## config.mk

```make
export PLATFORM = sky130hd
export DESIGN_NAME = amo_unit
export DESIGN_NICKNAME = d
export VERILOG_FILES = /design/src/rtl/amo_pkg.sv /design/src/rtl/amo_ctrl.sv /design/src/rtl/amo_dp.sv /design/src/rtl/amo_unit.sv
export SDC_FILE = /design/constraint.sdc
export NUM_CORES = 1
export LEC_CHECK = 0
export CAP_MARGIN = 25
export CELL_PAD_IN_SITES_DETAIL_PLACEMENT = 1
export CELL_PAD_IN_SITES_GLOBAL_PLACEMENT = 1
export CORE_ASPECT_RATIO = 0.75
export CORE_UTILIZATION = 25
export CTS_CLUSTER_SIZE = 20
export DETAILED_ROUTE_END_ITERATION = 7
export DONT_BUFFER_PORTS = 1
export PLACE_DENSITY_LB_ADDON = 0.1
export SLEW_MARGIN = 5
export SYNTH_ARGS = -nofsm -noshare
export SYNTH_HDL_FRONTEND = slang
export SYNTH_SLANG_ARGS = --single-unit
```

## constraint.sdc

```tcl
create_clock -name clk -period 8.2 [get_ports clk]
set_clock_uncertainty 0.05 [all_clocks]
set_input_delay 0.82 -clock clk [delete_from_list [all_inputs] [get_ports clk]]
set_output_delay 0.82 -clock clk [all_outputs]
set_load 0.05 [all_outputs]
```

## src/rtl/amo_pkg.sv

```systemverilog
package amo_pkg;

  localparam logic [2:0] WORD_F3 = 3'b010;

  localparam logic [4:0] F5_ADD  = 5'h00;
  localparam logic [4:0] F5_SWAP = 5'h01;
  localparam logic [4:0] F5_LR   = 5'h02;
  localparam logic [4:0] F5_SC   = 5'h03;
  localparam logic [4:0] F5_XOR  = 5'h04;
  localparam logic [4:0] F5_OR   = 5'h08;
  localparam logic [4:0] F5_AND  = 5'h0C;
  localparam logic [4:0] F5_MIN  = 5'h10;
  localparam logic [4:0] F5_MAX  = 5'h14;
  localparam logic [4:0] F5_MINU = 5'h18;
  localparam logic [4:0] F5_MAXU = 5'h1C;

  typedef enum logic [1:0] {
    CLS_NONE,
    CLS_LR,
    CLS_SC,
    CLS_RMW
  } opClass_t;

  typedef enum logic [3:0] {
    ALU_SWAP,
    ALU_ADD,
    ALU_XOR,
    ALU_AND,
    ALU_OR,
    ALU_MIN,
    ALU_MAX,
    ALU_MINU,
    ALU_MAXU
  } aluSel_t;

  // strobes from control to datapath
  typedef struct packed {
    logic latchOp;
    logic issueRead;
    logic issueWrite;
    logic issueSc;
    logic captureOld;
    logic setRes;
    logic finish;
  } strobes_t;

endpackage

```

## src/rtl/amo_ctrl.sv

```systemverilog
module amo_ctrl
  import amo_pkg::*;
(
  input  logic     clk,
  input  logic     rstN,
  input  logic     start,
  input  opClass_t decCls,
  output opClass_t curCls,
  output strobes_t stb,
  output logic     memLock
);

  typedef enum logic [1:0] {S_IDLE, S_ACCESS, S_MODIFY, S_FIN} state_t;

  state_t state, nextState;
  opClass_t clsQ;

  assign curCls = clsQ;

  always_comb begin
    stb       = '0;
    memLock   = 1'b0;
    nextState = state;
    unique case (state)
      S_IDLE: begin
        if (start) begin
          stb.latchOp = 1'b1;
          nextState   = (decCls == CLS_NONE) ? S_FIN : S_ACCESS;
        end
      end
      S_ACCESS: begin
        if (clsQ == CLS_SC) begin
          stb.issueSc = 1'b1;
          nextState   = S_FIN;
        end else begin
          stb.issueRead = 1'b1;
          memLock       = (clsQ == CLS_RMW);
          nextState     = S_MODIFY;
        end
      end
      S_MODIFY: begin
        stb.captureOld = 1'b1;
        stb.issueWrite = (clsQ == CLS_RMW);
        stb.setRes     = (clsQ == CLS_LR);
        memLock        = (clsQ == CLS_RMW);
        nextState      = S_FIN;
      end
      S_FIN: begin
        stb.finish = 1'b1;
        nextState  = S_IDLE;
      end
      default: nextState = S_IDLE;
    endcase
  end

  always_ff @(posedge clk or negedge rstN) begin
    if (!rstN) begin
      state <= S_IDLE;
      clsQ  <= CLS_NONE;
    end else begin
      state <= nextState;
      if (stb.latchOp) clsQ <= decCls;
    end
  end

endmodule

```

## src/rtl/amo_dp.sv

```systemverilog
module amo_dp
  import amo_pkg::*;
#(
  parameter int XLEN   = 32,
  parameter int ADDR_W = 32,
  parameter int REG_W  = 5
) (
  input  logic              clk,
  input  logic              rstN,
  input  strobes_t          stb,
  input  opClass_t          curCls,
  input  logic [2:0]        funct3,
  input  logic [4:0]        funct5,
  input  logic [REG_W-1:0]  rdIdx,
  input  logic [ADDR_W-1:0] rs1Addr,
  input  logic [XLEN-1:0]   rs2Data,
  input  logic              trapFlush,
  output opClass_t          decCls,
  output logic              memReq,
  output logic              memWe,
  output logic [ADDR_W-1:0] memAddr,
  output logic [XLEN-1:0]   memWdata,
  input  logic [XLEN-1:0]   memRdata,
  output logic              done,
  output logic              rdWrite,
  output logic [XLEN-1:0]   rdData
);

  localparam logic [XLEN-1:0] SC_FAIL = XLEN'(1);

  aluSel_t           decAlu, aluQ;
  logic [ADDR_W-1:0] addrQ;
  logic [XLEN-1:0]   opBQ;
  logic [REG_W-1:0]  rdQ;
  logic [XLEN-1:0]   rdVal;
  logic [XLEN-1:0]   aluOut;
  logic              resValid;
  logic [ADDR_W-1:0] resAddr;
  logic              resHit;
  logic              scGo;

  // instruction decode
  always_comb begin
    decCls = CLS_NONE;
    decAlu = ALU_SWAP;
    if (funct3 == WORD_F3) begin
      case (funct5)
        F5_LR:   decCls = CLS_LR;
        F5_SC:   decCls = CLS_SC;
        F5_SWAP: begin decCls = CLS_RMW; decAlu = ALU_SWAP; end
        F5_ADD:  begin decCls = CLS_RMW; decAlu = ALU_ADD;  end
        F5_XOR:  begin decCls = CLS_RMW; decAlu = ALU_XOR;  end
        F5_AND:  begin decCls = CLS_RMW; decAlu = ALU_AND;  end
        F5_OR:   begin decCls = CLS_RMW; decAlu = ALU_OR;   end
        F5_MIN:  begin decCls = CLS_RMW; decAlu = ALU_MIN;  end
        F5_MAX:  begin decCls = CLS_RMW; decAlu = ALU_MAX;  end
        F5_MINU: begin decCls = CLS_RMW; decAlu = ALU_MINU; end
        F5_MAXU: begin decCls = CLS_RMW; decAlu = ALU_MAXU; end
        default: decCls = CLS_NONE;
      endcase
    end
  end

  // modify stage: memRdata holds the old word
  always_comb begin
    case (aluQ)
      ALU_SWAP: aluOut = opBQ;
      ALU_ADD:  aluOut = memRdata + opBQ;
      ALU_XOR:  aluOut = memRdata ^ opBQ;
      ALU_AND:  aluOut = memRdata & opBQ;
      ALU_OR:   aluOut = memRdata | opBQ;
      ALU_MIN:  aluOut = ($signed(memRdata) < $signed(opBQ)) ? memRdata : opBQ;
      ALU_MAX:  aluOut = ($signed(memRdata) > $signed(opBQ)) ? memRdata : opBQ;
      ALU_MINU: aluOut = (memRdata < opBQ) ? memRdata : opBQ;
      ALU_MAXU: aluOut = (memRdata > opBQ) ? memRdata : opBQ;
      default:  aluOut = opBQ;
    endcase
  end

  assign resHit = resValid && !trapFlush && (resAddr == addrQ);
  assign scGo   = stb.issueSc && resHit;

  assign memReq   = stb.issueRead || stb.issueWrite || scGo;
  assign memWe    = stb.issueWrite || scGo;
  assign memAddr  = addrQ;
  assign memWdata = stb.issueWrite ? aluOut : opBQ;

  assign done    = stb.finish;
  assign rdWrite = stb.finish && (curCls != CLS_NONE) && (rdQ != '0);
  assign rdData  = rdVal;

  always_ff @(posedge clk or negedge rstN) begin
    if (!rstN) begin
      aluQ  <= ALU_SWAP;
      addrQ <= '0;
      opBQ  <= '0;
      rdQ   <= '0;
      rdVal <= '0;
    end else begin
      if (stb.latchOp) begin
        aluQ  <= decAlu;
        addrQ <= rs1Addr;
        opBQ  <= rs2Data;
        rdQ   <= rdIdx;
      end
      if (stb.captureOld) rdVal <= memRdata;
      if (stb.issueSc)    rdVal <= resHit ? '0 : SC_FAIL;
    end
  end

  // single reservation; a trap outranks everything
  always_ff @(posedge clk or negedge rstN) begin
    if (!rstN) begin
      resValid <= 1'b0;
      resAddr  <= '0;
    end else if (trapFlush || stb.issueSc) begin
      resValid <= 1'b0;
    end else if (stb.setRes) begin
      resValid <= 1'b1;
      resAddr  <= addrQ;
    end
  end

endmodule

```

## src/rtl/amo_unit.sv

```systemverilog
module amo_unit
  import amo_pkg::*;
(
  input  logic        clk,
  input  logic        rstN,
  input  logic        start,
  input  logic [2:0]  funct3,
  input  logic [4:0]  funct5,
  input  logic [4:0]  rdIdx,
  input  logic [31:0] rs1Addr,
  input  logic [31:0] rs2Data,
  input  logic        trapFlush,
  output logic        memReq,
  output logic        memWe,
  output logic        memLock,
  output logic [31:0] memAddr,
  output logic [31:0] memWdata,
  input  logic [31:0] memRdata,
  output logic        done,
  output logic        rdWrite,
  output logic [31:0] rdData
);

  strobes_t stb;
  opClass_t decCls;
  opClass_t curCls;

  amo_ctrl uCtrl (
    .clk     (clk),
    .rstN    (rstN),
    .start   (start),
    .decCls  (decCls),
    .curCls  (curCls),
    .stb     (stb),
    .memLock (memLock)
  );

  amo_dp #(.XLEN(32), .ADDR_W(32), .REG_W(5)) uDp (
    .clk       (clk),
    .rstN      (rstN),
    .stb       (stb),
    .curCls    (curCls),
    .funct3    (funct3),
    .funct5    (funct5),
    .rdIdx     (rdIdx),
    .rs1Addr   (rs1Addr),
    .rs2Data   (rs2Data),
    .trapFlush (trapFlush),
    .decCls    (decCls),
    .memReq    (memReq),
    .memWe     (memWe),
    .memAddr   (memAddr),
    .memWdata  (memWdata),
    .memRdata  (memRdata),
    .done      (done),
    .rdWrite   (rdWrite),
    .rdData    (rdData)
  );

endmodule

```

Yosys cells after proc, flatten, opt, wreduce, memory -nomap -nowiden
Index checks and enable logic that the tools add are counted.
{ "op_classes": {"add_sub_neg": 1, "mul": 0, "n_div": 0, "n_lt_le_gt_ge": 4, "eq_ne": 27, "shift": 0, "mux": 30, "bitwise": 4, "n_reduce_logical": 19} }
{ "ops": {"columns": ["op", "n"], "rows": [
  ["one-hot mux 32 bit (8 select lines)", 1],
  ["two-way mux 32 bit", 7],
  ["> comparator 32 bit", 2],
  ["less-than comparator 32 bit", 2],
  ["adder 32 bit", 1],
  ["AND 32 bit", 1],
  ["equality test 32 bit", 1],
  ["bitwise OR 32 bit", 1],
  ["one-hot mux 4 bit (8 select lines)", 1],
  ["XOR 32 bit", 1],
  ["equality test 5 bit, second input constant", 4],
  ["equality test 4 x 3 -> 1 bit, second input constant", 4],
  ["two-way mux 1 bit", 13],
  ["equality test 5 x 2 -> 1 bit, second input constant", 2],
  ["equality test 5 x 4 -> 1 bit, second input constant", 2],
  ["OR reduction 9 bit", 1],
  ["equality test 2 bit, second input constant", 4],
  ["equality test 4 x 2 -> 1 bit, second input constant", 2],
  ["two-way mux 2 bit", 4],
  ["one-hot mux 2 bit (4 select lines)", 1],
  ["one-hot mux 2 bit (3 select lines)", 1],
  ["nonzero test 2 bit", 3],
  ["equality test 5 x 1 -> 1 bit, second input constant", 1],
  ["equality test 5 x 3 -> 1 bit, second input constant", 1],
  ["other kinds (15)", 24]
]} }
{ "totals": {"reg_bits": 142, "latchBits": 0, "mem_bits_rw": 0, "rom_bits": 0, "inputBits": 113, "out_inout_bits": 101, "wordCells": 94, "mem_count": 0} }

Longest topological paths before layout
Gate-level depths: netlist of the first run.
{ "logic_depth": {"depth_word": 8, "mapped_depth": 14, "mapped_depth_nobuf": 11} }

Cells and area by module
Synthesis of the first run repeated with hierarchy kept, for this count alone.
{ "hier_totals": {"hier_cells": 1248, "hier_area_um2": 10985.5} }
{ "modules_own_cells": {"columns": ["module", "n_inst", "cells_per_inst", "area_each_um2", "seq_area_each_um2"], "rows": [
  ["amo_dp", 1, 1217, 10677.7, 3453.3],
  ["amo_ctrl", 1, 31, 307.8, 100.1]
]} }

Worst setup path before layout of the first run
Ideal clock, no wire load.
{ "synth_timing": {"path_type": "in2out", "startpoint": "in memRdata[13]", "endpoint": "out memWdata[9]", "t_arrival_ns": 4.637, "setup_slack_ns": 2.693, "stages": 14, "path_buffers": 3, "cell_sequence": "inv_1 ha_1 buf_6 or4_4 or3_4 o211ai_2 o31a_2 mux2i_1 mux2_4 or2_1 buf_6 buf_6 a211oi_1 a211oi_1"} }
{ "synth_between": {"elab_chain_len": 4, "word_cells_on_any_way": 10, "classes_between": "order compare: 4; mux: 6"} }
{ "synth_rtl": {"columns": ["element", "line", "source"], "rows": [
  ["start: declaration", "amo_unit.sv:18", "input logic [31:0] memRdata,"],
  ["> comparator 32 bit (tied with other cells)", "amo_dp.sv:75", "ALU_MAXU: aluOut = (memRdata > opBQ) ? memRdata : opBQ;"],
  ["two-way mux 32 bit, on equally long branches", null, null],
  ["one-hot mux 32 bit (8 select lines) (*)", "amo_dp.sv:66", "case (aluQ)"],
  ["two-way mux 32 bit (*)", "amo_dp.sv:86", "assign memWdata = stb.issueWrite ? aluOut : opBQ;"],
  ["end: declaration", "amo_unit.sv:17", "output logic [31:0] memWdata,"]
]} }
Mark *: on every way between the ends. The rest lies on a longest branch, timed or not.

Worst setup path after layout of the first run
{ "layout_timing": {"startpoint": "reg uDp.opBQ[31]", "endpoint": "out memWdata[2]"} }
{ "layout_between": {"elab_chain_len": 4, "word_cells_on_any_way": 10, "classes_between": "order compare: 4; mux: 6"} }
{ "layout_rtl": {"columns": ["element", "line", "source"], "rows": [
  ["start: declaration", "amo_dp.sv:33", "logic [XLEN-1:0] opBQ;"],
  ["start signal: assignment", "amo_dp.sv:103", "opBQ <= rs2Data;"],
  ["> comparator 32 bit (tied with other cells)", "amo_dp.sv:75", null],
  ["two-way mux 32 bit, on equally long branches", null, null],
  ["one-hot mux 32 bit (8 select lines) (*)", "amo_dp.sv:66", null],
  ["two-way mux 32 bit (*)", "amo_dp.sv:86", null]
]} }
Marked as above.

==> impl_metrics.env, run 1 <==
export IMPL_max_cap_viol_count=0
export IMPL_floorplan_io_pins=214
export IMPL_totalWireLength_um=40400
export IMPL_core_region_area_mm2=0.0425
export IMPL_grt_antenna_before_repair=1
export IMPL_slew_headroom_pct=30.8
export IMPL_post_synth_top_count_cell="dfrtp_1"
export IMPL_postSynthAreaPerCell_um2=9.16
export IMPL_post_cts_buffers=0
export IMPL_slowest_cell_on_the_critical_path="o21ai_1"
export IMPL_data_arrival_time_of_the_critical_path_ns=5.86
export IMPL_yosysWarnings=0
export IMPL_synth_seq_area_share_pct=32.6
export IMPL_synthTopCellsByCount="dfrtp_1 (142), mux2_2 (102), nor2_1 (102)"
export IMPL_place_gp_congestion=0.838
export IMPL_fmax_ghz=0.149
export IMPL_crit_start="uDp.opBQ[31]"
export IMPL_power_clock_fraction_pct=15.7
export IMPL_worst_r2r_cell_count=6
export IMPL_clkLatencyLatePin_ns=0.46
export IMPL_synthesis_area_mm2=0.0109
export IMPL_worst_r2r_endpoint="uDp.rdData[0]"
export IMPL_chipWidth_um=243
export IMPL_globalRouteOverflowTotal=0
export IMPL_synthDominantAreaCellType="dfrtp_1"
export IMPL_final_setup_tns_ns=0
export IMPL_worst_ep_required_time_ns=7.33
export IMPL_floorplan_rows=65
export IMPL_ys_flop_type="dfrtp_1"
export IMPL_die_area_mm2=0.0444
export IMPL_number_of_vias_per_cell=5.10
export IMPL_hold_worst_slack_ns=0.272
export IMPL_post_synth_num_cell_types=78
export IMPL_power_share_switching_pct=55.3
export IMPL_global_route_usage_total_pct=18.4
export IMPL_vias=8927
export IMPL_cts_tree="yes"
export IMPL_final_nets=1384
export IMPL_power_frac_seq_pct=37.6
export IMPL_max_stage_delay_on_crit_path_ns=0.81
export IMPL_first_iter_violations=545
export IMPL_worstSetupStartpointType="flop"
export IMPL_rr_startpoint="uDp.memAddr[18]"
export IMPL_finalCriticalPeriod_ns=6.73
export IMPL_ys_async_sr_fraction_pct=100
export IMPL_initial_drt_pass_iterations=5
export IMPL_netlist_area_leader_share_pct=32.6
export IMPL_num_cts_buffers=17
export IMPL_post_dp_hpwl_um=29800
export IMPL_route_detailed_drc=0
export IMPL_synth_fp_nets=1403
export IMPL_outcome="finished, final reports clean"
export IMPL_synthTopCellsByArea="dfrtp_1 (33%), ha_1 (12%), mux2_2 (11%)"
export IMPL_clkSlewWorstSetupHoldPaths_ns=0.08
export IMPL_maximum_number_of_pins_on_one_net_before_global_route_repair=143
export IMPL_clock_sinks=142
export IMPL_synthCells=1188
export IMPL_finalMaxSlewViolations=0
export IMPL_antenna_cells=0
export IMPL_crit_path_end_kind="output pin"
export IMPL_grt_pass1_wl_um=61200
export IMPL_p_int_mw=2.25
export IMPL_grt_setup_unrepaired="false"
export IMPL_power_share_combinational_pct=46.7
export IMPL_finalSetupViolCount=0
export IMPL_syn2layout_area_growth_pct=12.3
export IMPL_final_antenna_net_count=0
export IMPL_power_leakage_nw=5.36
export IMPL_clock_root_buffer="clkbuf_16"
export IMPL_place_port_buffers=0
export IMPL_cts_buffer_depth=2
export IMPL_worstPathMaxFanout=17
export IMPL_timing_final_hold_violations=0
export IMPL_die_y_um=183
export IMPL_worst_ir_drop_vdd_uv=200
export IMPL_worstMarginPinSlew_ns=1.03
export IMPL_first_global_vias=9231
export IMPL_synth_edf_count=0
export IMPL_timing_final_crit_share_pct=82.0
export IMPL_worst_setup_path_type="reg2out"
export IMPL_clock_tree_htree_level_count=4
export IMPL_post_route_cells_drive_above_1_share_pct=16.1
export IMPL_post_cts_resized=0
export IMPL_r2r_slack_ns=5.44
export IMPL_floorplan_initialDensity_pct=25.6
export IMPL_worstHoldPathType="in2async"
export IMPL_net_switching_power_mw=2.78
export IMPL_path_cells="inv_1 -> ha_1 -> nor4_1 -> nand3_1 -> a21oi_1 -> or4_1 -> nor3_1 -> nor3b_1 -> or2_1 -> buf_4 -> a221oi_1 -> o21ai_1"
export IMPL_post_drt_wl_per_cell_um=23.1
export IMPL_ys_ff_latch=142
export IMPL_power_per_cell_area_mw_per_mm2=412
## flip-flops by register name, indices dropped and copies added, names as in the netlist
name and count:
uDp.rdQ 5, uCtrl.state 2, uCtrl.curCls 2, uDp.rdData 32
uDp.memAddr 32, uDp.resAddr 32, uDp.aluQ 4, uDp.resValid 1
uDp.opBQ 32
## per-stage QoR
step / utilization (%) / power (mW) / setup WS (ns) / cell area [um2] / std cells
final: 28.8 / 5.03 / 1.47 / 12200 / 1751
after global routing: 28.8 / 5.38 / 1.13 / 12200 / 1751
after CTS: 28.8 / 5.10 / 1.44 / 12200 / 1751
after detailed placement: 27.4 / 4.25 / 1.61 / 11600 / 1718
after global placement: 27.2 / 4.22 / 1.90 / 11600 / 1715
after floorplan: - / 3.55 / 2.69 / 10900 / 1188
## worst max-delay path: cells and delay by family (launching register included)
family / cells / cell delay (ns)
flip-flops: 1 / 0.42
buffers and inverters: 2 / 0.51
AND/OR/NAND/NOR: 6 / 2.67
adder cells (fa/ha/maj): 1 / 0.52
AO/OA/AOI/OAI: 3 / 1.25
## worst max-delay path by stage
stage | end | slack (ns) | depth (start not counted)
after floorplan | memWdata[9] | 2.69 | 14
after CTS | memWdata[2] | 1.44 | 12
after detailed placement | memWdata[2] | 1.61 | 12
final | memWdata[2] | 1.47 | 12
after global routing | memWdata[2] | 1.13 | 12
after global placement | memWdata[0] | 1.90 | 12
## cell usage in the layout (no fill, tap or decap), types with 8 or more instances in the layout
master,Yosys,final
ha_1,101,100
nor2b_1,13,13
a211oi_1,16,15
clkbuf_16,0,17
a21oi_1,70,70
mux2i_1,37,37
and3_1,9,8
o21ai_1,7,17
xnor2_1,29,29
nor3_1,23,23
nand3_1,14,14
nor4_1,10,10
buf_4,0,26
dfrtp_1,142,142
a221o_1,8,8
a221oi_1,18,18
o22ai_1,9,9
o211ai_1,17,17
nor2_1,102,101
nand4_1,13,13
a21o_1,11,11
xor2_1,16,16
o21ai_0,65,54
a31oi_1,8,8
inv_1,80,80
nand2_1,83,81
mux2_2,102,102
## layout make-up
type | count | area, um2
flip-flops and latches | 142 | 3550
fillers | 4912 | 30200
clock inverters | 14 | 141
inverters | 81 | 304
repair buffers | 31 | 284
well taps | 569 | 712
multi-input cells | 896 | 6790
clock buffers | 18 | 439
## power by group through the flow
stage	combinational, mW	sequential [mW]	clock (mW)
2_1_floorplan	1.77	1.78	0
3_3_place_gp	2.31	1.91	0
3_5_place_dp	2.34	1.91	0
4_1_cts	2.37	1.90	0.829
5_1_grt	2.59	1.94	0.854
6_report	2.35	1.89	0.790
## logic make-up after synthesis
group,after synthesis,synth area share [%]
AND/OR/NAND/NOR,306,13.4
adder cells (fa/ha/maj),102,11.8
flip-flops,142,32.6
buffers and inverters,150,5.48
XOR/XNOR,45,3.62
AO/OA/AOI/OAI,303,18.9
multiplexers,140,14.1
## metal layers
metal | wire length (um) | GRT usage [%] | vias up | part of all wire [%]
met5 | 13 | 0 | - | 0.032
met4 | 487 | 4.75 | 2 | 1.2
met3 | 1640 | 3.12 | 30 | 4.1
met2 | 17100 | 26.6 | 177 | 42
met1 | 21200 | 27.7 | 4475 | 52
li1 | - | - | 4243 | -
## repair_timing
| item | 4_1_cts | 5_1_grt |
|---|---|---|
| hold buffers | 1 | 0 |
| hold endpoints to repair | 142 | 0 |
| setup endpoints to repair | 0 | 0 |
(Power assumes the default switching activity.)
==> run 2: changes to the inputs <==
--- a/config.mk
+++ b/config.mk
@@ -5,6 +5,7 @@
 export SDC_FILE = /design/constraint.sdc
 export NUM_CORES = 1
 export LEC_CHECK = 0
+export ABC_AREA = 1
 export CAP_MARGIN = 25
 export CELL_PAD_IN_SITES_DETAIL_PLACEMENT = 1
 export CELL_PAD_IN_SITES_GLOBAL_PLACEMENT = 1
==> constraint.sdc (replaced) <==
create_clock -name clk -period 5.84 [get_ports clk]
set_clock_uncertainty 0.05 [all_clocks]
set_input_delay 0.584 -clock clk [delete_from_list [all_inputs] [get_ports clk]]
set_output_delay 0.584 -clock clk [all_outputs]
set_load 0.05 [all_outputs]
==> impl_metrics.env, run 2 <==
export IMPL_yosysWarnings=0
export IMPL_synthDominantAreaCellType="dfrtp_1"
export IMPL_clkLatencyLatePin_ns=0.47
export IMPL_complex_gate_fraction_of_the_synthesized_area_pct=15.1
export IMPL_outcome="finished, violations left"
export IMPL_final_cells=2608
export IMPL_worst_ir_drop_vdd_uv=341
export IMPL_synthTopCellsByCount="nand2_1 (535), nand3_1 (242), inv_1 (233)"
export IMPL_synthCells=1963
export IMPL_layout_commonest_cell="nand2_1"
export IMPL_layout_cells_most_common_list="nand2_1 (535), nand3_1 (240), inv_1 (229)"
export IMPL_route_detailed_drc=17
export IMPL_p_total_mw=8.46
export IMPL_initial_drt_pass_iterations=7
export IMPL_grt_antenna_before_repair=1
export IMPL_failed_checks="design-rule violations, negative hold slack"
export IMPL_slew_headroom_pct=36.2
export IMPL_first_iter_violations=921
export IMPL_clock_sinks=142
export IMPL_worstPathMaxFanout=19
export IMPL_power_leakage_nw=6.85
export IMPL_cts_tree="yes"
export IMPL_worst_ep_required_time_ns=5.21
export IMPL_synthMuxAreaShare_pct=0
export IMPL_clock_tree_htree_level_count=4
export IMPL_worstSetupStartpointType="flop"
export IMPL_synth_fa_ha_area_share_pct=10.2
export IMPL_netlist_area_leader_share_pct=28.3
export IMPL_global_route_usage_total_pct=23.3
export IMPL_post_route_cells_drive_above_1_share_pct=5.66
export IMPL_finalSetupViolCount=0
export IMPL_floorplan_initialDensity_pct=25.5
export IMPL_synthTopCellsByArea="dfrtp_1 (28%), nand2_1 (16%), ha_1 (10%)"
export IMPL_synth_fp_nets=2178
export IMPL_hold_worst_slack_ns=-0.0191
export IMPL_syn2layout_area_growth_pct=11.7
export IMPL_antenna_cells=0
export IMPL_postSynthAreaPerCell_um2=6.39
export IMPL_worst_setup_path_type="reg2out"
export IMPL_post_dp_hpwl_um=42900
export IMPL_place_inst=2575
export IMPL_dominant_combinational_cell_family_by_area_after_synthesis="simple AND/OR/NAND/NOR gates"
export IMPL_vias=13300
export IMPL_clkSlewWorstSetupHoldPaths_ns=0.07
export IMPL_final_cell_area_mm2=0.0140
export IMPL_synthXorXnorAreaFrac_pct=1.26
export IMPL_post_synth_num_cell_types=47
export IMPL_synth_seq_area_share_pct=28.3
export IMPL_number_of_vias_per_cell=5.11
export IMPL_num_cts_buffers=17
export IMPL_grt_pass1_wl_um=88800
export IMPL_clock_root_buffer="clkbuf_16"
export IMPL_max_cap_viol_count=0
export IMPL_post_synth_top_count_cell="nand2_1"
export IMPL_final_core_utilization_pct=28.5
export IMPL_floorplan_rows=70
export IMPL_cts_buffer_depth=2
export IMPL_crit_path_end_kind="output pin"
export IMPL_timing_final_crit_share_pct=88.2
export IMPL_dpl_worst_slack_ns=1.18
export IMPL_power_per_cell_area_mw_per_mm2=604
export IMPL_first_global_vias=13400
export IMPL_data_arrival_time_of_the_critical_path_ns=4.52
export IMPL_finalCriticalPeriod_ns=5.15
export IMPL_place_port_buffers=0
export IMPL_final_nets=2162
export IMPL_ys_ff_latch=142
export IMPL_final_antenna_net_count=0
export IMPL_worstHoldPathType="in2async"
export IMPL_globalRouteOverflowTotal=0
export IMPL_die_y_um=196
export IMPL_ys_flop_type="dfrtp_1"
export IMPL_totalWireLength_um=59200
export IMPL_chipWidth_um=261
export IMPL_post_cts_buffers=0
export IMPL_grt_setup_unrepaired="false"
export IMPL_placedInstanceArea_mm2=0.0134
export IMPL_synthesis_area_mm2=0.0125
export IMPL_post_drt_wl_per_cell_um=22.7
export IMPL_die_area_mm2=0.0511
export IMPL_worst_case_setup_margin_in_the_final_layout_ns=0.691
export IMPL_worstMarginPinSlew_ns=0.957
export IMPL_timing_final_hold_violations=1
export IMPL_final_setup_tns_ns=0
export IMPL_yosys_area_share_simple_pct=35.0
export IMPL_ys_async_sr_fraction_pct=100
export IMPL_place_gp_congestion=0.942
export IMPL_finalMaxSlewViolations=0
export IMPL_core_region_area_mm2=0.0491
export IMPL_floorplan_io_pins=214
export IMPL_maximum_number_of_pins_on_one_net_before_global_route_repair=143
export IMPL_fmax_ghz=0.194
export IMPL_synth_edf_count=0
-- run 2: worst max-delay path, stage by stage (launching register included) --
cell     delay, ns
dfrtp_1       0.44
inv_1         0.23
ha_1          0.34
inv_1         0.16
nand3_1       0.13
nor2_2        0.35
and3_2        0.32
nand2_4       0.20
nand2_4       0.24
buf_4         0.31
nand3_1       0.10
buf_4         0.23
o21ai_0       0.16
nor2_1        0.07
nand2_1       0.05
nor2_1        0.05
nor2_1        0.35
buf_4         0.29
-- run 2: cell type report --
| type | count | area [um2] |
|---|---|---|
| clock inverters | 11 | 131 |
| flip-flops and latches | 142 | 3550 |
| multi-input cells | 1499 | 7750 |
| fillers | 6224 | 35100 |
| inverters | 238 | 896 |
| well taps | 648 | 811 |
| repair buffers | 49 | 388 |
| clock buffers | 21 | 470 |
-- run 2: power breakdown --
group / total, mW / switching, mW / internal, mW
registers: 2.59 / 1.18 / 1.41
logic: 4.69 / 3.43 / 1.26
clock network: 1.18 / 0.511 / 0.667
total: 8.46 / 5.12 / 3.34
-- run 2: layer usage --
metal  vias to the layer above  GRT usage [%]  wire length (um)
met5                         -              0                 0
met4                         0           3.92               519
met3                        32           4.43              3300
met2                       328           33.4             24600
met1                      6606           36.0             30800
li1                       6368              -                 -
-- run 2: kinds of logic (layout without fill, tap and decap cells) --
group / count (synthesis) / count (layout)
and+or+nand+nor: 1037 / 1037
DFF: 142 / 142
AOI/OAI and AO/OA: 342 / 342
adders and majority gates: 102 / 102
xor gates and xnor gates: 18 / 18
buffers and inverters: 322 / 319
-- run 2: worst paths after layout --
kind	slack [ns]	start	cells past startpoint	to
worst max-delay path	0.69	uDp.opBQ[28]	17	memWdata[10]
worst min-delay path	-0.02	rstN	1	uDp.opBQ[22]
worst max register to register	2.85	uCtrl.state[1]	12	uDp.rdData[0]
worst min register to register	0.43	uDp.rdQ[0]	2	uDp.rdQ[0]
max in group asynchronous	4.92	rstN	1	uDp.rdData[1]
min in group clk	0.18	rdIdx[1]	2	uDp.rdQ[1]
-- run 2: repair_timing --
| action | CTS | global route |
|---|---|---|
| hold buffers | 1 | 0 |
| hold endpoints to repair | 142 | 0 |
| gates resized for setup | 0 | 0 |
